**src/rtl/pwm3_pkg.sv**
```systemverilog
package pwm3_pkg;
  localparam int CNT_W  = 16;
  localparam int DT_W   = 10;
  localparam int SW_W   = 8;
  localparam int NPH    = 3;
  localparam int ADDR_W = 3;

  typedef enum logic [ADDR_W-1:0] {
    A_PERIOD = 3'd0,
    A_DEAD   = 3'd1,
    A_SYNCW  = 3'd2,
    A_DUTY0  = 3'd3,
    A_DUTY1  = 3'd4,
    A_DUTY2  = 3'd5,
    A_MODE   = 3'd6
  } reg_addr_e;

  typedef struct packed {
    logic [CNT_W-1:0]          period;
    logic [DT_W-1:0]           dead;
    logic [SW_W-1:0]           sync_w;
    logic [NPH-1:0][CNT_W-1:0] duty;
  } pwm_cfg_t;

  function automatic logic [CNT_W-1:0] last_tick(input logic [CNT_W-1:0] p);
    return (p == '0) ? '0 : p - 1'b1;
  endfunction
endpackage

```
**src/rtl/pwm3_regfile.sv**
```systemverilog
module pwm3_regfile
  import pwm3_pkg::*;
#(
  parameter pwm_cfg_t RST_CFG = '0
) (
  input  logic              clk,
  input  logic              rst_n,
  input  logic              wr_en,
  input  logic [ADDR_W-1:0] wr_addr,
  input  logic [CNT_W-1:0]  wr_data,
  output pwm_cfg_t          shadow_o,
  output logic              dbl_o
);
  pwm_cfg_t shadow_q;
  logic     dbl_q;

  always_ff @(posedge clk) begin
    if (!rst_n) begin
      shadow_q <= RST_CFG;
      dbl_q    <= 1'b0;
    end else if (wr_en) begin
      if (wr_addr == A_PERIOD) shadow_q.period <= wr_data;
      if (wr_addr == A_DEAD)   shadow_q.dead   <= wr_data[DT_W-1:0];
      if (wr_addr == A_SYNCW)  shadow_q.sync_w <= wr_data[SW_W-1:0];
      if (wr_addr == A_MODE)   dbl_q           <= wr_data[0];
      for (int i = 0; i < NPH; i++) begin
        if (wr_addr == ADDR_W'(int'(A_DUTY0) + i)) shadow_q.duty[i] <= wr_data;
      end
    end
  end

  assign shadow_o = shadow_q;
  assign dbl_o    = dbl_q;
endmodule

```
**src/rtl/pwm3_timebase.sv**
```systemverilog
module pwm3_timebase
  import pwm3_pkg::*;
#(
  parameter pwm_cfg_t RST_CFG = '0
) (
  input  logic                      clk,
  input  logic                      rst_n,
  input  pwm_cfg_t                  shadow_i,
  input  logic                      dbl_i,
  output logic [CNT_W-1:0]          cnt_o,
  output logic                      half_o,
  output logic                      sync_o,
  output logic [CNT_W-1:0]          period_o,
  output logic [DT_W-1:0]           dead_o,
  output logic [NPH-1:0][CNT_W-1:0] duty_o
);
  pwm_cfg_t         act_q;
  pwm_cfg_t         next_cfg;
  logic [CNT_W-1:0] cnt_q;
  logic             half_q;
  logic             sync_q;
  logic [SW_W-1:0]  sync_left_q;
  logic             top_hit;
  logic             bottom_hit;
  logic             reload;

  always_comb begin
    top_hit    = !half_q && (cnt_q >= last_tick(act_q.period));
    bottom_hit = half_q && (cnt_q == '0);
    reload     = bottom_hit || (top_hit && dbl_i);
    next_cfg   = reload ? shadow_i : act_q;
  end

  always_ff @(posedge clk) begin
    if (!rst_n) begin
      act_q       <= RST_CFG;
      cnt_q       <= '0;
      half_q      <= 1'b1;
      sync_q      <= 1'b0;
      sync_left_q <= '0;
    end else begin
      act_q <= next_cfg;
      if (bottom_hit) begin
        half_q <= 1'b0;
        cnt_q  <= '0;
      end else if (top_hit) begin
        half_q <= 1'b1;
        cnt_q  <= last_tick(next_cfg.period);
      end else if (half_q) begin
        cnt_q <= cnt_q - 1'b1;
      end else begin
        cnt_q <= cnt_q + 1'b1;
      end
      if (reload) begin
        sync_q      <= 1'b1;
        sync_left_q <= next_cfg.sync_w;
      end else if (sync_q) begin
        if (sync_left_q == '0) sync_q <= 1'b0;
        else                   sync_left_q <= sync_left_q - 1'b1;
      end
    end
  end

  assign cnt_o    = cnt_q;
  assign half_o   = half_q;
  assign sync_o   = sync_q;
  assign period_o = act_q.period;
  assign dead_o   = act_q.dead;
  assign duty_o   = act_q.duty;
endmodule

```
**src/rtl/pwm3_leg.sv**
```systemverilog
module pwm3_leg
  import pwm3_pkg::*;
(
  input  logic             clk,
  input  logic             rst_n,
  input  logic             live_i,
  input  logic [CNT_W-1:0] cnt_i,
  input  logic [CNT_W-1:0] duty_i,
  input  logic [DT_W-1:0]  dead_i,
  input  logic             en_hi_i,
  input  logic             en_lo_i,
  output logic             hi_o,
  output logic             lo_o
);
  localparam int RUN_W = DT_W + 1;

  logic             want_hi;
  logic             side_q;
  logic [RUN_W-1:0] run_q;
  logic [RUN_W-1:0] guard;
  logic             settled;

  always_comb begin
    want_hi = cnt_i < duty_i;
    guard   = {dead_i, 1'b0};
    settled = run_q >= guard;
  end

  always_ff @(posedge clk) begin
    if (!rst_n) begin
      side_q <= 1'b0;
      run_q  <= '0;
    end else begin
      side_q <= want_hi;
      if (want_hi != side_q)  run_q <= '0;
      else if (run_q != '1)   run_q <= run_q + 1'b1;
    end
  end

  assign hi_o = live_i & en_hi_i & side_q & settled;
  assign lo_o = live_i & en_lo_i & ~side_q & settled;
endmodule

```
**src/rtl/pwm3_gen.sv**
```systemverilog
module pwm3_gen
  import pwm3_pkg::*;
#(
  parameter logic [CNT_W-1:0] PERIOD_RST = 16'd256,
  parameter logic [SW_W-1:0]  SYNCW_RST  = 8'd39
) (
  input  logic              clk,
  input  logic              rst_n,
  input  logic              wr_en,
  input  logic [ADDR_W-1:0] wr_addr,
  input  logic [CNT_W-1:0]  wr_data,
  input  logic [NPH-1:0]    en_hi,
  input  logic [NPH-1:0]    en_lo,
  output logic [NPH-1:0]    pwm_hi,
  output logic [NPH-1:0]    pwm_lo,
  output logic              sync_o,
  output logic              half_o
);
  localparam pwm_cfg_t RST_CFG = '{
    period: PERIOD_RST,
    dead:   '0,
    sync_w: SYNCW_RST,
    duty:   '0
  };

  pwm_cfg_t                  shadow_cfg;
  logic                      mode_dbl;
  logic [CNT_W-1:0]          cnt_q;
  logic [CNT_W-1:0]          act_period;
  logic [DT_W-1:0]           act_dead;
  logic [NPH-1:0][CNT_W-1:0] act_duty;
  logic                      live_q;

  always_ff @(posedge clk) begin
    if (!rst_n) live_q <= 1'b0;
    else        live_q <= 1'b1;
  end

  pwm3_regfile #(.RST_CFG(RST_CFG)) u_regs (
    .clk      (clk),
    .rst_n    (rst_n),
    .wr_en    (wr_en),
    .wr_addr  (wr_addr),
    .wr_data  (wr_data),
    .shadow_o (shadow_cfg),
    .dbl_o    (mode_dbl)
  );

  pwm3_timebase #(.RST_CFG(RST_CFG)) u_tb (
    .clk      (clk),
    .rst_n    (rst_n),
    .shadow_i (shadow_cfg),
    .dbl_i    (mode_dbl),
    .cnt_o    (cnt_q),
    .half_o   (half_o),
    .sync_o   (sync_o),
    .period_o (act_period),
    .dead_o   (act_dead),
    .duty_o   (act_duty)
  );

  for (genvar g = 0; g < NPH; g++) begin : g_leg
    pwm3_leg u_leg (
      .clk     (clk),
      .rst_n   (rst_n),
      .live_i  (live_q),
      .cnt_i   (cnt_q),
      .duty_i  (act_duty[g]),
      .dead_i  (act_dead),
      .en_hi_i (en_hi[g]),
      .en_lo_i (en_lo[g]),
      .hi_o    (pwm_hi[g]),
      .lo_o    (pwm_lo[g])
    );
  end
endmodule

```
**config.mk**
```make
export PLATFORM = sky130hd
export DESIGN_NAME = pwm3_gen
export DESIGN_NICKNAME = d
export VERILOG_FILES = /design/src/rtl/pwm3_pkg.sv /design/src/rtl/pwm3_regfile.sv /design/src/rtl/pwm3_timebase.sv /design/src/rtl/pwm3_leg.sv /design/src/rtl/pwm3_gen.sv
export SDC_FILE = /design/constraint.sdc
export NUM_CORES = 1
export LEC_CHECK = 0
export BUFFER_PORTS_ARGS = -buffer_cell sky130_fd_sc_hd__buf_2
export CAP_MARGIN = 15
export CORE_MARGIN = 5
export CORE_UTILIZATION = 50
export CTS_BUF_LIST = sky130_fd_sc_hd__clkbuf_16
export DETAILED_ROUTE_END_ITERATION = 8
export GPL_ROUTABILITY_DRIVEN = 0
export PLACE_DENSITY = 0.66
export SLEW_MARGIN = 5
export SYNTH_ARGS = -nofsm -noshare
export SYNTH_HDL_FRONTEND = slang
export SYNTH_SLANG_ARGS = --single-unit
```
**constraint.sdc**
```tcl
create_clock -name clk -period 5.8 [get_ports clk]
set_input_delay 1.16 -clock clk [delete_from_list [all_inputs] [get_ports clk]]
set_output_delay 1.16 -clock clk [all_outputs]
set_load 0.005 [all_outputs]
```
==> impl_metrics.ini <==
[outcome]
outcome = finished, final reports clean

[logic_synthesis]
synthXorXnorAreaFrac = 0.0397
yosys_most_used_dff = dfxtp_1
syn_inst = 1580
async_reset_ff_frac = 0
syn_area_mm2 = 0.0126
yosys_warnings = 0
ys_ff_latch = 220
synthesis.nets = 1721
synth_edf_count = 0
ys_seq_area_frac = 0.350
synthAdderAreaFrac = 0.113
synth_top_family_by_area = simple AND/OR/NAND/NOR gates
ys_types = 63
synth_compound_area_frac = 0.189
synthMuxAreaShare = 0.0295
synth-simple-area-share = 0.229
syn_area_per_cell_um2 = 7.95

[timing]
hold_viol = 0
tightest_slew_ns = 1.01
post-route-min-period_ns = 4.74
fin_crit_sh = 0.817
rsz0062_at_grt = false
fmax_mhz = 211
finalSetupViolCount = 0
relSlewSlack = 0.325
slew_violations = 0
tns_ns = 0
fin_worst_skew_ns = 0.0124

[route]
drt_iter0_drc = 683
drc_errors = 0
wl_mm = 30.3
ant_nets = 0
avgRoutedWirePerCell_um = 15.7
vias = 10400
drtPass1Iterations = 5
viasPerCell = 5.42

[worst_hold_path]
hold_depth = 2
worstHoldPathType = register to register

[floorplan]
core_mm2 = 0.0250
die_area_mm2 = 0.0284
io_pins = 36
die_h_um = 169
num_rows = 58
start_util = 0.503
dieWidth_um = 169

[power]
switching_share = 0.346
p_int_mw = 3.18
clockPowerShare = 0.302
power.switching_mw = 1.68
p_per_area_mw_per_mm2 = 354
p_seq_frac = 0.365
p_total_mw = 4.86
power_frac_comb = 0.333
p_leak_nw = 5.39
ir_drop_mv = 0.314

[clocking]
cts_resized = 0
clockBufferDepth = 3
post_cts_buffers = 0
holdBufCountCts = 0
clk_latency_ns = 0.51
htree_levels = 1
cts.clk_slew.worst_paths_ns = 0.06
cts_tree = done
numCtsBuffers = 24
cts-root-buf = clkbuf_16
clock_sinks = 220

[place]
port_buffers = 35
dp_hpwl_mm = 21.5

[global_routing]
grt_pass1_wl_mm = 50.3
grt_use_total = 0.212
antenna_found_initial = 0
grt_pass1_vias = 9834
grt_max_degree = 111
overflow = 0

[cells_and_area]
diodes = 0
nets = 1722
num-fill-cells = 2419
drive_above_1_share = 0.0601
syn_to_final_growth_pct = 9.25
regArea_mm2 = 0.00440
fin_util = 0.550
multi_input_area_mm2 = 0.00757

[run]
drv_cap = 0

[critical_path]
rr_worst_depth = 15
critPathKind = register to register
start_kind = register
path_max_fanout = 86
end_kind = register
cp.required_ns = 6.17
cp.arrival_ns = 5.10
==> cell usage after synthesis, types with 10 or more instances <==
cell | instances | share of area
o21a_1 | 10 | 0.0060
xor2_1 | 29 | 0.020
a21boi_1 | 21 | 0.013
a21boi_0 | 138 | 0.082
nor3_1 | 20 | 0.0080
o211ai_1 | 10 | 0.0060
and2_1 | 12 | 0.0060
a21o_1 | 30 | 0.018
o21ai_0 | 35 | 0.014
inv_1 | 79 | 0.024
nand2_1 | 468 | 0.14
mux2i_1 | 37 | 0.029
nor2_1 | 46 | 0.014
nor2b_1 | 11 | 0.0055
nand3_1 | 36 | 0.014
clkbuf_1 | 55 | 0.016
nand2b_1 | 15 | 0.0075
buf_2 | 11 | 0.0044
xnor2_1 | 28 | 0.020
dfxtp_1 | 220 | 0.35
ha_1 | 112 | 0.11
a21oi_1 | 39 | 0.016
nand4_1 | 16 | 0.0080
==> per-stage QoR <==
step	worst slack, ns	cell area (um2)	hold WS (ns)	cells
after global routing	0.557	13700	0.469	1927
after floorplan	1.75	12600	0.431	1580
final	1.06	13700	0.450	1927
after detailed placement	1.03	13000	0.446	1885
after CTS	1.03	13700	0.453	1927
after global placement	1.14	13000	0.438	1885
==> cell usage in the layout, fill, tap and decap left out, types with 6 or more instances in the layout <==
cell type | Yosys | routed
nand2_1 | 468 | 467
a211oi_1 | 9 | 9
nor4_1 | 7 | 7
a21oi_1 | 39 | 39
ha_1 | 112 | 112
nor2_1 | 46 | 45
buf_2 | 11 | 34
dfxtp_1 | 220 | 220
and2_1 | 12 | 12
a21o_1 | 30 | 30
a21boi_0 | 138 | 138
clkinv_1 | 0 | 6
buf_4 | 6 | 13
xor2_1 | 29 | 29
o21ai_0 | 35 | 35
a21boi_1 | 21 | 21
nor3_1 | 20 | 19
nand4_1 | 16 | 16
inv_1 | 79 | 83
nor2b_1 | 11 | 11
nand3_1 | 36 | 36
xnor2_1 | 28 | 28
clkbuf_16 | 0 | 25
o211ai_1 | 10 | 10
and3_1 | 9 | 9
o21a_1 | 10 | 10
mux2i_1 | 37 | 37
or3_1 | 7 | 7
nand2b_1 | 15 | 15
==> power by group through the flow <==
stage | Sequential (mW) | Clock (mW) | Combinational [mW]
floorplan | 1.72 | 0 | 1.25
global placement | 1.80 | 0 | 1.58
detailed placement | 1.80 | 0 | 1.61
CTS | 1.77 | 1.51 | 1.62
global route | 1.79 | 1.58 | 1.81
finish | 1.78 | 1.47 | 1.62
==> registers in the layout, indices dropped and copies added (netlist names) <==
name                flops
g_leg.u_leg.side_q      3
u_tb.sync_left_q        8
u_tb.duty_o            48
u_regs.dbl_o            1
u_tb.dead_o            10
u_tb.sync_o             1
u_regs.shadow_o        82
live_q                  1
u_tb.cnt_o             16
u_tb.half_o             1
g_leg.u_leg.run_q      33
u_tb.period_o          16
==> cells by family (layout without fill, tap and decap cells) <==
group | count (synthesis) | count (layout)
xor gates and xnor gates | 57 | 57
muxes | 37 | 37
AOI/OAI and AO/OA | 333 | 333
adders and majority gates | 113 | 113
DFF | 220 | 220
and+or+nand+nor | 668 | 668
buffers and inverters | 152 | 169
==> critical path, stage by stage (launching register included) <==
cell and delay [ns]:
dfxtp_1 0.35, nor4_1 0.41, nor3b_2 0.37, nand2_1 0.15, or3_1 0.38, o21ai_0 0.19, nand2_1 0.11, nand2_1 0.08
ha_1 0.23, and4_1 0.20, o311a_1 0.12, o41ai_2 0.52, a21bo_2 0.27, nand2_4 0.51, o311ai_1 0.53, a21oi_1 0.10
==> metal layers <==
layer  part of all wire  wire length, um  track usage
met1               0.51            15300        0.317
met2               0.44            13300        0.333
met3              0.043             1310       0.0238
met4              0.014              434       0.0392
met5                  0                0            0
==> final timing paths <==
check | start | endpoint | slack, ns
max | u_tb.period_o[4] | u_tb.cnt_o[6] | 1.06
min reg2reg | u_tb.dead_o[3] | u_tb.dead_o[3] | 0.45
max reg2reg | u_tb.period_o[4] | u_tb.cnt_o[6] | 1.06
min | u_tb.dead_o[3] | u_tb.dead_o[3] | 0.45
==> cell type report <==
| class | count | share of cell area |
|---|---|---|
| timing repair buffer | 48 | 0.0210 |
| clock inverter | 17 | 0.00930 |
| sequential | 220 | 0.321 |
| inverter | 79 | 0.0216 |
| multi-input combinational | 1208 | 0.552 |
| clock buffer | 25 | 0.0456 |
| tap | 330 | 0.0301 |
Power figures use the tool's default switching activity.
